File: src/rtl/wst_pkg.sv
package wst_pkg;
  localparam int CNT_W   = 16;
  localparam int PRE_W   = 10;
  localparam int DIV_W   = 4;
  localparam int NUM_CMP = 2;
  localparam int ADDR_W  = 3;

  typedef enum logic [ADDR_W-1:0] {
    REG_CFG    = 3'd0,
    REG_CMP_A  = 3'd1,
    REG_CMP_B  = 3'd2,
    REG_IRQ_EN = 3'd3,
    REG_FLAGS  = 3'd4,
    REG_COUNT  = 3'd5
  } reg_addr_e;
endpackage

File: src/rtl/wst_prescaler.sv
module wst_prescaler #(
  parameter int PRE_W = 10,
  parameter int DIV_W = 4
) (
  input  logic             clk_i,
  input  logic             rst_ni,
  input  logic             tick_i,
  input  logic [DIV_W-1:0] div_code_i,
  input  logic             clr_i,
  output logic             step_o
);
  localparam int MAX_CODE = PRE_W;

  logic [PRE_W-1:0] pre_q;
  logic [DIV_W-1:0] code_eff;
  logic [PRE_W:0]   one_sh;
  logic [PRE_W-1:0] mask;

  // codes above the prescaler width saturate
  assign code_eff = (int'(div_code_i) > MAX_CODE) ? DIV_W'(MAX_CODE) : div_code_i;
  assign one_sh   = (PRE_W+1)'(1) << code_eff;
  assign mask     = PRE_W'(one_sh - (PRE_W+1)'(1));
  assign step_o   = tick_i && !clr_i && ((pre_q & mask) == mask);

  always_ff @(posedge clk_i or negedge rst_ni) begin
    if (!rst_ni)     pre_q <= '0;
    else if (clr_i)  pre_q <= '0;
    else if (tick_i) pre_q <= pre_q + PRE_W'(1);
  end

  assert_clear_R5: assert property (@(posedge clk_i) disable iff (!rst_ni)
    clr_i |=> (pre_q == '0)) else $error("prescaler not cleared");

  assert_idle_R3: assert property (@(posedge clk_i) disable iff (!rst_ni)
    (!tick_i && !clr_i) |=> $stable(pre_q)) else $error("prescaler moved without tick");
endmodule

File: src/rtl/wst_counter.sv
module wst_counter #(
  parameter int CNT_W = 16
) (
  input  logic             clk_i,
  input  logic             rst_ni,
  input  logic             step_i,
  output logic [CNT_W-1:0] cnt_o,
  output logic [CNT_W-1:0] cnt_nxt_o
);
  logic [CNT_W-1:0] cnt_q;

  assign cnt_nxt_o = cnt_q + CNT_W'(1);
  assign cnt_o     = cnt_q;

  always_ff @(posedge clk_i or negedge rst_ni) begin
    if (!rst_ni)     cnt_q <= '0;
    else if (step_i) cnt_q <= cnt_nxt_o;
  end

  assert_step_R1: assert property (@(posedge clk_i) disable iff (!rst_ni)
    step_i |=> (cnt_q == $past(cnt_q) + CNT_W'(1))) else $error("count step wrong");

  assert_hold_R1: assert property (@(posedge clk_i) disable iff (!rst_ni)
    !step_i |=> $stable(cnt_q)) else $error("count moved without step");
endmodule

File: src/rtl/wst_compare.sv
module wst_compare #(
  parameter int CNT_W = 16
) (
  input  logic             clk_i,
  input  logic             rst_ni,
  input  logic             step_i,
  input  logic [CNT_W-1:0] cnt_nxt_i,
  input  logic [CNT_W-1:0] cmp_i,
  input  logic             clr_i,
  output logic             flag_o
);
  logic flag_q;
  logic hit;

  assign hit    = step_i && (cnt_nxt_i == cmp_i);
  assign flag_o = flag_q;

  // set beats clear so no match is lost
  always_ff @(posedge clk_i or negedge rst_ni) begin
    if (!rst_ni)     flag_q <= 1'b0;
    else if (hit)    flag_q <= 1'b1;
    else if (clr_i)  flag_q <= 1'b0;
  end

  assert_match_sets_R6: assert property (@(posedge clk_i) disable iff (!rst_ni)
    hit |=> flag_q) else $error("match did not set flag");

  assert_sticky_R6: assert property (@(posedge clk_i) disable iff (!rst_ni)
    (flag_q && !clr_i) |=> flag_q) else $error("flag dropped without clear");

  assert_w1c_R6: assert property (@(posedge clk_i) disable iff (!rst_ni)
    (clr_i && !hit) |=> !flag_q) else $error("flag clear ignored");
endmodule

File: src/rtl/wake_sleep_timer.sv
module wake_sleep_timer
  import wst_pkg::*;
#(
  parameter int CNT_W = wst_pkg::CNT_W,
  parameter int PRE_W = wst_pkg::PRE_W,
  parameter int DIV_W = wst_pkg::DIV_W
) (
  input  logic              clk_i,
  input  logic              rst_ni,
  input  logic              tick_slow_i,
  input  logic              tick_fast_i,
  input  logic              reg_we_i,
  input  logic [ADDR_W-1:0] reg_addr_i,
  input  logic [CNT_W-1:0]  reg_wdata_i,
  output logic [CNT_W-1:0]  reg_rdata_o,
  output logic              irq_a_o,
  output logic              irq_b_o,
  output logic              wake_o
);
  localparam int NCMP    = NUM_CMP;
  localparam int DIV_LSB = 4;
  localparam int CH_A    = 0;
  localparam int CH_B    = 1;

  logic                       src_q;
  logic [DIV_W-1:0]           div_q;
  logic [NCMP-1:0][CNT_W-1:0] cmp_q;
  logic [NCMP-1:0]            en_q;
  logic [NCMP-1:0]            flag;
  logic [NCMP-1:0]            flag_clr;
  logic [NCMP-1:0]            irq;
  logic                       tick_sel;
  logic                       cfg_chg;
  logic                       step;
  logic [CNT_W-1:0]           cnt;
  logic [CNT_W-1:0]           cnt_nxt;

  assign tick_sel = src_q ? tick_fast_i : tick_slow_i;
  assign cfg_chg  = reg_we_i && (reg_addr_i == REG_CFG) &&
                    ((reg_wdata_i[0] != src_q) || (reg_wdata_i[DIV_LSB +: DIV_W] != div_q));
  assign flag_clr = {NCMP{reg_we_i && (reg_addr_i == REG_FLAGS)}} & reg_wdata_i[NCMP-1:0];

  always_ff @(posedge clk_i or negedge rst_ni) begin
    if (!rst_ni) begin
      src_q <= 1'b0;
      div_q <= '0;
      cmp_q <= '0;
      en_q  <= '0;
    end else if (reg_we_i) begin
      case (reg_addr_i)
        REG_CFG: begin
          src_q <= reg_wdata_i[0];
          div_q <= reg_wdata_i[DIV_LSB +: DIV_W];
        end
        REG_CMP_A:  cmp_q[CH_A] <= reg_wdata_i;
        REG_CMP_B:  cmp_q[CH_B] <= reg_wdata_i;
        REG_IRQ_EN: en_q <= reg_wdata_i[NCMP-1:0];
        default: ;
      endcase
    end
  end

  wst_prescaler #(.PRE_W(PRE_W), .DIV_W(DIV_W)) u_pre (
    .clk_i      (clk_i),
    .rst_ni     (rst_ni),
    .tick_i     (tick_sel),
    .div_code_i (div_q),
    .clr_i      (cfg_chg),
    .step_o     (step)
  );

  wst_counter #(.CNT_W(CNT_W)) u_cnt (
    .clk_i     (clk_i),
    .rst_ni    (rst_ni),
    .step_i    (step),
    .cnt_o     (cnt),
    .cnt_nxt_o (cnt_nxt)
  );

  for (genvar g = 0; g < NCMP; g++) begin : g_cmp
    wst_compare #(.CNT_W(CNT_W)) u_cmp (
      .clk_i     (clk_i),
      .rst_ni    (rst_ni),
      .step_i    (step),
      .cnt_nxt_i (cnt_nxt),
      .cmp_i     (cmp_q[g]),
      .clr_i     (flag_clr[g]),
      .flag_o    (flag[g])
    );
    assign irq[g] = flag[g] & en_q[g];
  end

  assign irq_a_o = irq[CH_A];
  assign irq_b_o = irq[CH_B];
  assign wake_o  = irq[CH_A];

  always_comb begin
    reg_rdata_o = '0;
    case (reg_addr_i)
      REG_CFG: begin
        reg_rdata_o[0]                 = src_q;
        reg_rdata_o[DIV_LSB +: DIV_W]  = div_q;
      end
      REG_CMP_A:  reg_rdata_o = cmp_q[CH_A];
      REG_CMP_B:  reg_rdata_o = cmp_q[CH_B];
      REG_IRQ_EN: reg_rdata_o[NCMP-1:0] = en_q;
      REG_FLAGS:  reg_rdata_o[NCMP-1:0] = flag;
      REG_COUNT:  reg_rdata_o = cnt;
      default: ;
    endcase
  end

  assert_no_step_on_cfg_R5: assert property (@(posedge clk_i) disable iff (!rst_ni)
    cfg_chg |=> $stable(cnt)) else $error("count stepped on config change");

  assert_wake_only_a_R8: assert property (@(posedge clk_i) disable iff (!rst_ni)
    $rose(wake_o) |-> flag[CH_A]) else $error("wake without channel A flag");
endmodule

File: config.mk
export PLATFORM = sky130hd
export DESIGN_NAME = wake_sleep_timer
export DESIGN_NICKNAME = d
export VERILOG_FILES = /design/src/rtl/wst_pkg.sv /design/src/rtl/wst_prescaler.sv /design/src/rtl/wst_counter.sv /design/src/rtl/wst_compare.sv /design/src/rtl/wake_sleep_timer.sv
export SDC_FILE = /design/constraint.sdc
export NUM_CORES = 1
export LEC_CHECK = 0
export BUFFER_PORTS_ARGS = -buffer_cell sky130_fd_sc_hd__clkbuf_2
export CAP_MARGIN = 20
export CORE_UTILIZATION = 40
export DETAILED_ROUTE_END_ITERATION = 10
export PLACE_DENSITY_LB_ADDON = 0.3
export SLEW_MARGIN = 20
export SYNTH_ARGS = -nofsm -noshare
export SYNTH_HDL_FRONTEND = slang
export SYNTH_HIERARCHICAL = 1
export SYNTH_SLANG_ARGS = --single-unit
File: constraint.sdc
create_clock -name clk_i -period 2.8 [get_ports clk_i]
set_input_delay 0.56 -clock clk_i [delete_from_list [all_inputs] [get_ports clk_i]]
set_output_delay 0.56 -clock clk_i [all_outputs]
set_load 0.01 [all_outputs]
# ---- After elaboration in Yosys (flattened, before gate mapping)
# Index checks and enable logic that the tools add are counted.
# Widths: inputs -> output; s select.
dict set report totals {
  wordCells 58
  register_bits 67
  input_bits 24
  output_inout_bits 19
}
dict set report classes {
  bitwise_logic 4
  n_eq_ne 10
  shifts 1
  magnitude_cmp 1
  n_reduce_logical 17
  muxes 13
  addsub 3
}
# cell n
set ops {}
lappend ops {{$eq 16x16->1} 2}
lappend ops {{$pmux 8 s3} 1}
lappend ops {{$mux 10} 2}
lappend ops {{$add 16x1->16 const B} 1}
lappend ops {{$pmux 4 s4} 1}
lappend ops {{$add 10x1->10 const B} 1}
lappend ops {{$and 10x10->10} 1}
lappend ops {{$eq 10x10->1} 1}
lappend ops {{$shl 1x4->10 const A} 1}
lappend ops {{$sub 10x1->10 const B} 1}
lappend ops {{$reduce_and 2->1} 4}
lappend ops {{$logic_and 1x1->1} 7}
lappend ops {{$eq 3x2->1 const B} 2}
lappend ops {{$eq 3x3->1 const B} 2}
lappend ops {{$pmux 1 s6} 1}
lappend ops {{$pmux 2 s3} 1}
lappend ops {{$reduce_bool 2->1} 3}
lappend ops {{$mux 1} 5}
lappend ops {{$pmux 1 s5} 1}
lappend ops {{$gt 4x4->1 const B} 1}
lappend ops {{$mux 4} 1}
lappend ops {{$ne 4x4->1} 1}
lappend ops {{$eq 3x1->1 const B} 1}
lappend ops {{$logic_not 3->1} 1}
lappend ops {{other kinds (5)} 6}

# ---- Longest topological paths before layout
# Gate-level depths: netlist of run 1.
dict set report depth {
  ltp_word 9
  ltp_mapped 12
  mapped_depth_nobuf 10
}

# ---- By module
# The synthesis of run 1 kept the hierarchy.
# mod seq_area_each_um2 area_per_inst_um2 cells_each instances
set by_module_without_submodules {}
lappend by_module_without_submodules {wake_sleep_timer 975.9 2102.0 170 1}
lappend by_module_without_submodules {wst_counter 400.4 1032.2 101 1}
lappend by_module_without_submodules {wst_prescaler 250.2 691.9 77 1}
lappend by_module_without_submodules {wst_compare 25.0 215.2 25 2}

# ---- Least setup slack after synthesis of run 1
# OpenSTA, ideal clock, no wires.
dict set report synth_path {
  path_type {register -> register}
  start {register div_q[3]}
  end {register u_cnt.cnt_q[13], in the netlist u_cnt/cnt_o[13]}
  n_path_buf 3
  t_required_ns 2.721
  stages_incl_launch_ff 12
  setup_time_ns 0.079
  setup_slack_ns -0.289
  synth_period_minus_slack_ns 3.089
  arrival_time_ns 3.010
  cell_sequence {dfrtp_1 -> buf_6 -> or4b_2 -> ha_1 -> buf_1 -> a22o_1 -> a22oi_1 -> nor4b_2 -> buf_2 -> nand4_1 -> nor4_1 -> xor2_1}
}
dict set report synth_via {
  elab_chain_cells 7
  word_cells_on_any_way 12
  cone_classes {add/sub (1); order compare (1); eq/ne (2); shift (1); mux (1); bitwise (1); reduce/logical (5)}
}
# item line
set synth_lines {}
lappend synth_lines {{start: declaration} wake_sleep_timer.sv:26} ;# logic [DIV_W-1:0] div_q;
lappend synth_lines {{start signal: assignment} wake_sleep_timer.sv:53} ;# div_q <= reg_wdata_i[DIV_LSB +: DIV_W];
lappend synth_lines {{$gt 4x4->1} wst_prescaler.sv:20} ;# assign code_eff = (int'(div_code_i) > MAX_CODE) ? DIV_W'(MAX_CODE) : div_code_i;
lappend synth_lines {{$mux 4} wst_prescaler.sv:20}
lappend synth_lines {{$shl 1x4->10} wst_prescaler.sv:21} ;# assign one_sh = (PRE_W+1)'(1) << code_eff;
lappend synth_lines {{$sub 10x1->10} wst_prescaler.sv:22} ;# assign mask = PRE_W'(one_sh - (PRE_W+1)'(1));
lappend synth_lines {{$and 10x10->10} wst_prescaler.sv:23} ;# assign step_o = tick_i && !clr_i && ((pre_q & mask) == mask);
lappend synth_lines {{$eq 10x10->1} wst_prescaler.sv:23}
lappend synth_lines {{$logic_and 1x1->1 *} wst_prescaler.sv:23}
lappend synth_lines {{net step} wake_sleep_timer.sv:34} ;# logic step;
lappend synth_lines {{end signal: assignment} wst_counter.sv:17} ;# else if (step_i) cnt_q <= cnt_nxt_o;
lappend synth_lines {{end: declaration} wst_counter.sv:10} ;# logic [CNT_W-1:0] cnt_q;
# The timed path passes the listed nets; every way through them passes the cells marked *.
# A chain may end at the register's enable or synchronous reset.

# ---- Worst setup path after layout of run 1
dict set report layout_path {
  start {register div_q[1]}
  end {register u_cnt.cnt_q[9], in the netlist u_cnt/cnt_o[9]}
}
# Same word-level chain as after synthesis.

==> results of run 1 <==
## layout make-up
type	instances	area, µm²	share of cell area [%]
repair buffers	73	442.9	8.890
flip-flops and latches	67	1677	33.65
clock buffers	10	137.6	2.762
well taps	136	170.2	3.415
clock inverters	6	50.05	1.005
inverters	9	33.78	0.6781
multi-input cells	295	2471	49.60
## placed cells by master (no fill, tap or decap), drive strengths merged, types with 2 or more instances in the layout
cell | netlist | routed
dfrtp | 67 | 67
xor2 | 61 | 61
clkbuf | 8 | 51
mux2 | 43 | 43
buf | 19 | 32
nor2 | 23 | 23
nand2 | 22 | 22
nor4 | 16 | 16
a22oi | 15 | 15
xnor2 | 14 | 14
o21ai | 13 | 13
nand3 | 12 | 12
nand4 | 11 | 11
inv | 9 | 10
nor3 | 8 | 8
nand3b | 5 | 5
a21oi | 5 | 5
nor2b | 5 | 5
mux2i | 4 | 4
or3 | 4 | 4
o22ai | 4 | 4
and2 | 3 | 3
and3 | 3 | 3
clkinv | 0 | 3
ha | 3 | 3
nor4b | 3 | 3
and3b | 2 | 2
clkinvlp | 0 | 2
and4 | 2 | 2
## repair_timing
action / CTS / global route
pin swaps: 2 / 13
setup endpoints to repair: 3 / 12
gates resized for setup: 2 / 7
hold endpoints to repair: 0 / 0
hold buffers: 0 / 0
## how the worst max path moves through the flow
stage                         start                           to  slack (ns)  depth (start not counted)
2_1_floorplan  div_q[3]$_DFFE_PN0P_  u_cnt/cnt_o[13]$_DFFE_PN0P_       -0.11                         11
3_3_place_gp         reg_wdata_i[7]  u_cnt/cnt_o[14]$_DFFE_PN0P_       -0.05                         12
3_5_place_dp         reg_wdata_i[7]  u_cnt/cnt_o[13]$_DFFE_PN0P_        -0.1                         11
4_1_cts        div_q[3]$_DFFE_PN0P_  u_cnt/cnt_o[14]$_DFFE_PN0P_        0.01                         12
5_1_grt        div_q[1]$_DFFE_PN0P_   u_cnt/cnt_o[7]$_DFFE_PN0P_       -0.04                         10
6_report       div_q[1]$_DFFE_PN0P_   u_cnt/cnt_o[9]$_DFFE_PN0P_        0.09                         10
## state kept, by name, indices dropped and copies added, names as in the netlist
signal,cells
u_pre/pre_q,10
g_cmp.u_cmp/flag_o,2
src_q,1
u_cnt/cnt_o,16
cmp_q,32
en_q,2
div_q,4
## cell families (layout without fill, tap and decap cells)
| kind of cell | after synthesis | after routing |
|---|---|---|
| xor+xnor | 75 | 75 |
| compound gates | 46 | 46 |
| buf+inv | 36 | 98 |
| mux | 48 | 48 |
| flops | 67 | 67 |
| simple gates | 123 | 123 |
| fa+ha+maj | 3 | 3 |
## power by group
group | internal [mW] | leakage [nW] | total (mW) | switching, mW
Sequential | 1.15 | 0.847 | 1.37 | 0.216
Clock | 0.353 | 0.0891 | 0.771 | 0.418
Combinational | 0.496 | 1.40 | 0.966 | 0.469
## per-stage QoR
| step | std cells | cell area, µm² | TNS (ns) | total power, mW | utilization, % |
|---|---|---|---|---|---|
| after floorplan | 398 | 4309 | -0.2517 | 2.000 | - |
| after global placement | 580 | 4738 | -0.05139 | 2.298 | 45.90 |
| after detailed placement | 580 | 4738 | -0.3925 | 2.332 | 45.90 |
| after CTS | 596 | 4938 | 0 | 3.107 | 47.84 |
| after global routing | 596 | 4982 | -0.08640 | 3.277 | 48.26 |
| final | 596 | 4982 | 0 | 3.104 | 48.26 |
## routing by layer
| metal | global-route usage [%] | vias to the layer above | part of all wire (%) |
|---|---|---|---|
| met4 | 8.249 | 0 | 2.7 |
| met1 | 27.31 | 1618 | 45 |
| li1 | - | 1529 | - |
| met3 | 3.681 | 16 | 4.4 |
| met5 | 0 | - | 0 |
| met2 | 31.88 | 94 | 48 |
==> flow_summary_export.csv, run 1 <==
group,metric,value,unit
logic_synthesis,ys_top_cells_by_area,"dfrtp_1 39%, xor2_1 13%, mux2_2 8.7%",
worst_setup_path,cp_num_buf_inv,2,
worst_setup_path,rrSetupSlack,0.09,ns
outcome,run_status,"finished clean",
timing,setup_slack,0.08515,ns
final_layout,layout-drive-gt1-share,35.43,%
logic_synthesis,synth_seq_area_share,39.39,%
worst_setup_path,slowest_delay,0.56,ns
drt,detail_route.iter0.violations,213,
worst_setup_path,critical-path-top-delay-family,"simple AND/OR/NAND/NOR gates",
placed_design,dp_slack,-0.09671,ns
hold_path,worstHoldPathType,"in2async",
logic_synthesis,synth.net_count,425,
timing,final.hold.worst_slack,0.1279,ns
placed_design,dp_hpwl,8033,µm
worst_setup_path,worst_r2r_path_depth,10,
global_routing,globalRouteTotalUtil,20.21,%
logic_synthesis,compound_gate_portion_of_the_synthesized_area,7.496,%
drt,detail_route.drc_violations,0,
worst_setup_path,setup.worst_path.end_class,"flip-flop",
logic_synthesis,netlist_area,4257,µm²
logic_synthesis,synth_xor_xnor_area_share,15.43,%
final_layout,antenna_cells,0,
timing,final-hold-violation-count,0,
worst_setup_path,crit_chain,"or4b_4 > ha_4 > xnor2_1 > o32ai_1 > buf_4 > nor4b_4 > nand4_1 > buf_4 > nor3_2 > xor2_1",
drt,vias,3257,
drt,first_pass_iters,5,
final_layout,final_nets,482,
worst_setup_path,slowest_stage,"or4b_4",
logic_synthesis,netlist_instances,398,
global_routing,grt_max_degree,28,
logic_synthesis,post-synth-top-area-cell,"dfrtp_1",
drt,drt-wirelength-per-cell,17.53,µm
floorplanning,floorplan.die.width,105.2,µm
clocking,tritoncts.num_buffers,9,
placed_design,place.gp.congestion,0.9193,
logic_synthesis,yosys.cell_count.top_type,"dfrtp_1",
timing,achievable-frequency,368.3,MHz
logic_synthesis,synth_mux_area_share,13.73,%
clocking,clock_tree_from_tritoncts,"done",
worst_setup_path,startpoint_type,"flip-flop",
logic_synthesis,ys_warn_count,6,
logic_synthesis,post_synth_most_frequent_cells,"67 x dfrtp_1, 61 x xor2_1, 33 x mux2_2",
worst_setup_path,cpMostUsedCell,"buf_4",
drt,final_antenna_net_count,0,
timing,worstMarginPinSlew,0.4203,ns
logic_synthesis,synth_area_per_cell,10.69,µm²
global_routing,grt_first_pass_wirelength,17210,µm
worst_setup_path,critical_path.reg2reg.endpoint,"u_cnt/cnt_o[9]$_DFFE_PN0P_",
logic_synthesis,dominantRegCellSynth,"dfrtp_1",
logic_synthesis,simple_logic_cell_fraction_of_the_synthesized_area,18.20,%
timing,crit_path_time_final,2.715,ns
drt,wirelength,10450,µm
worst_setup_path,cp_max_fo,7,
clocking,post_cts_buffers,0,
logic_synthesis,synth.ff_latch_count,67,
clocking,clock_insertion_delay_worst_skew,0.35,ns
floorplanning,core_area,10320,µm²
timing,post_route_fraction_of_the_period_consumed_by_the_critical_path,96.96,%
clocking,h-tree-depth,3,
worst_setup_path,setup.worst_path.class,"reg2reg",
worst_setup_path,crit_required,3.08,ns
clocking,cts.path.max_buffers,2,
logic_synthesis,synth_top_family_by_area,"simple AND/OR/NAND/NOR gates",
drt,route.detailed.vias_per_inst,5.465,
floorplanning,i_o_pin_total,43,
timing,max_slew_margin,71.72,%
power,peakVddDrop,0.0003407,V
final_layout,area_growth,17.05,%
logic_synthesis,synth_async_sr_flop_share,100.0,%
floorplanning,die_area,11060,µm²
timing,report.final.setup_viol,0,
global_routing,first_global_vias,3288,
clocking,clock_tree.root_cell,"clkbuf_8",
power,leakagePower,2.336,nW
clocking,tritoncts_num_sinks,67,
clocking,path_clk_slew,0.09,ns
timing,slew_violations,0,
final_layout,nFillCells,949,
global_routing,number_of_antenna_violations_at_the_first_check_in_global_routing,0,
floorplanning,die_height,105.2,µm
global_routing,grt-ovfl-total,0,
worst_setup_path,worstPathArrival,2.99,ns
floorplanning,num_rows,37,
timing,unrepaired_setup_endpoints_after_global_routing,"true",
power,power_density,623.1,nW/µm²
logic_synthesis,netlist.area_leader.share,39.39,%
logic_synthesis,synth.lib_cells_used.distinct,57,
placed_design,buffer_ports.inserted,42,
floorplanning,initial_core_util,41.23,%
worst_setup_path,critical_path.reg2reg.startpoint,"div_q[1]$_DFFE_PN0P_",
timing,skew,0.01343,ns
logic_synthesis,synth_enable_flop_cells,0,
flow_run,cap_violations,0,
logic_synthesis,synth-adder-area-share,0.8818,%
Power figures use the tool's default switching activity.
==> run 2: changes to the inputs <==
--- a/config.mk
+++ b/config.mk
@@ -13,5 +13,4 @@
 export SLEW_MARGIN = 20
 export SYNTH_ARGS = -nofsm -noshare
 export SYNTH_HDL_FRONTEND = slang
-export SYNTH_HIERARCHICAL = 1
 export SYNTH_SLANG_ARGS = --single-unit
==> flow_summary_export.csv, run 2 <==
group,metric,value,unit
outcome,run_status,"finished clean",
global_routing,grt_max_degree,37,
timing,worstMarginPinSlew,0.7729,ns
final_layout,layout.cells.most_common,"dfrtp_1",
logic_synthesis,synth_async_sr_flop_share,100.0,%
clocking,clock_tree_from_tritoncts,"done",
power,leakagePower,2.073,nW
final_layout,max_reg_flops,32,
clocking,post_cts_buffers,0,
placed_design,dp_hpwl,8768,µm
floorplanning,i_o_pin_total,43,
drt,drt-wirelength-per-cell,18.60,µm
logic_synthesis,post-synth-top-area-cell,"dfrtp_1",
global_routing,globalRouteTotalUtil,22.15,%
logic_synthesis,synth_area_per_cell,9.572,µm²
floorplanning,die_height,107.9,µm
drt,wirelength,12110,µm
floorplanning,die_area,11650,µm²
logic_synthesis,synth_enable_flop_cells,0,
worst_setup_path,setup.worst_path.end_class,"flip-flop",
final_layout,mostFrequentLayoutCells,"67 x dfrtp_1, 45 x mux2_2, 43 x nand2_1",
timing,post_route_fraction_of_the_period_consumed_by_the_critical_path,93.39,%
floorplanning,floorplan.die.width,107.9,µm
timing,fin_setup_tns,0,ns
logic_synthesis,ys_top_cells_by_area,"dfrtp_1 37%, mux2_2 11%, xnor2_1 8.0%",
timing,final-hold-violation-count,0,
timing,max_slew_margin,48.48,%
logic_synthesis,synth.lib_cells_used.distinct,60,
logic_synthesis,synth.ff_latch_count,67,
worst_setup_path,rrSetupSlack,0.19,ns
worst_setup_path,setup.worst_path.class,"reg2reg",
drt,first_pass_iters,5,
worst_setup_path,slowest_delay,0.52,ns
placed_design,dp_cells,635,
drt,detail_route.iter0.violations,340,
global_routing,number_of_antenna_violations_at_the_first_check_in_global_routing,0,
final_layout,nFillCells,1006,
clocking,postCtsHoldBufs,0,
final_layout,antenna_cells,0,
clocking,tritoncts_num_sinks,67,
global_routing,grt-ovfl-total,0,
timing,crit_path_time_final,2.615,ns
clocking,post_cts_resize_count,0,
clocking,h-tree-depth,3,
final_layout,layout-drive-gt1-share,25.44,%
clocking,path_clk_slew,0.08,ns
logic_synthesis,netlist_area,4489,µm²
worst_setup_path,worstPathArrival,2.87,ns
floorplanning,initial_core_util,41.23,%
placed_design,buffer_ports.inserted,42,
global_routing,grt_first_pass_wirelength,19450,µm
floorplanning,core_area,10890,µm²
power,peakVddDrop,0.0003677,V
drt,vias,3805,
drt,detail_route.drc_violations,0,
logic_synthesis,synth_seq_area_share,37.35,%
clocking,cts.path.max_buffers,2,
timing,slew_violations,0,
drt,final_antenna_net_count,0,
logic_synthesis,post_synth_most_frequent_cells,"67 x dfrtp_1, 45 x mux2_2, 43 x nand2_1",
worst_setup_path,cp_num_buf_inv,1,
logic_synthesis,netlist_instances,469,
worst_setup_path,crit_chain,"nor3_2 > nand2b_1 > ha_1 > and3b_2 > or4_4 > nor4_4 > buf_12 > nand4b_1 > o31ai_1",
logic_synthesis,ys_warn_count,0,
final_layout,stdcell_count,651,
timing,achievable-frequency,382.4,MHz
final_layout,max_flop_register,"cmp_q",
final_layout,area_growth,14.07,%
timing,unrepaired_setup_endpoints_after_global_routing,"false",
logic_synthesis,yosys.cell_count.top_type,"dfrtp_1",
global_routing,first_global_vias,3699,
floorplanning,num_rows,38,
clocking,clock_insertion_delay_worst_skew,0.36,ns
final_layout,final_nets,533,
power,power_density,649.9,nW/µm²
timing,skew,0.01399,ns
worst_setup_path,slowest_stage,"or4_4",
placed_design,place.gp.congestion,0.9041,
clocking,clock_tree.root_cell,"clkbuf_8",
power,power,3.328,mW
timing,report.final.setup_viol,0,
drt,route.detailed.vias_per_inst,5.845,
worst_setup_path,cp_max_fo,18,
logic_synthesis,dominantRegCellSynth,"dfrtp_1",
hold_path,worstHoldPathType,"in2async",
flow_run,cap_violations,0,
clocking,tritoncts.num_buffers,9,
worst_setup_path,critical-path-top-delay-family,"simple AND/OR/NAND/NOR gates",
logic_synthesis,synth.net_count,496,
logic_synthesis,netlist.area_leader.share,37.35,%
worst_setup_path,crit_required,3.06,ns
worst_setup_path,startpoint_type,"flip-flop",
==> run 2: power by group <==
part	internal, mW	switching [mW]
Combinational	0.476	0.450
Sequential	1.15	0.257
Clock	0.613	0.385
Total	2.24	1.09
==> run 2: final cells by class <==
| cell class | instances | area, µm² | area share, % |
|---|---|---|---|
| repair buffers | 62 | 397.9 | 7.769 |
| multi-input cells | 360 | 2608 | 50.92 |
| well taps | 140 | 175.2 | 3.420 |
| flip-flops and latches | 67 | 1677 | 32.74 |
| inverters | 6 | 22.52 | 0.4398 |
| clock inverters | 5 | 100.1 | 1.955 |
| clock buffers | 11 | 141.4 | 2.761 |
==> run 2: path summary, 6_finish.rpt <==
| path | from | to | depth (start not counted) |
|---|---|---|---|
| min in group clk_i | reg_wdata_i[14] | cmp_q[30]$_DFFE_PN0P_ | 2 |
| min | rst_ni | cmp_q[29]$_DFFE_PN0P_ | 1 |
| max in group asynchronous | rst_ni | u_pre.pre_q[2]$_DFFE_PN0P_ | 2 |
| max reg2reg | div_q[1]$_DFFE_PN0P_ | g_cmp[1].u_cmp.flag_o$_DFFE_PN0P_ | 9 |
| min reg2reg | en_q[1]$_DFFE_PN0P_ | en_q[1]$_DFFE_PN0P_ | 1 |
| max | div_q[1]$_DFFE_PN0P_ | g_cmp[1].u_cmp.flag_o$_DFFE_PN0P_ | 9 |
==> run 2: cells by family after synthesis <==
kind of cell    Yosys count  share of synthesized area [%]
flops                    67                          37.35
buf+inv                  42                          4.682
compound gates           81                          12.15
mux                      61                          15.33
xor+xnor                 59                          11.51
simple gates            156                          18.14
fa+ha+maj                 3                         0.8362
==> run 2: metal layers <==
layer	vias up	GRT usage [%]	share of wire, %
met4	0	12.62	4.0
met3	35	3.376	5.1
li1	1775	-	-
met5	-	0	0
met2	123	34.39	47
met1	1872	29.36	44
==> run 2: per-stage QoR <==
step / utilization [%] / hold slack [ns] / instance area, µm² / worst slack [ns]
final: 47.04 / 0.2743 / 5121 / 0.1851
after global routing: 47.04 / 0.3289 / 5121 / 0.08252
after CTS: 46.99 / 0.2887 / 5116 / 0.1715
after detailed placement: 44.77 / 0.5181 / 4875 / 0.1956
after global placement: 44.77 / 0.5055 / 4875 / 0.2300
after floorplan: - / 0.2644 / 4489 / 0.05512
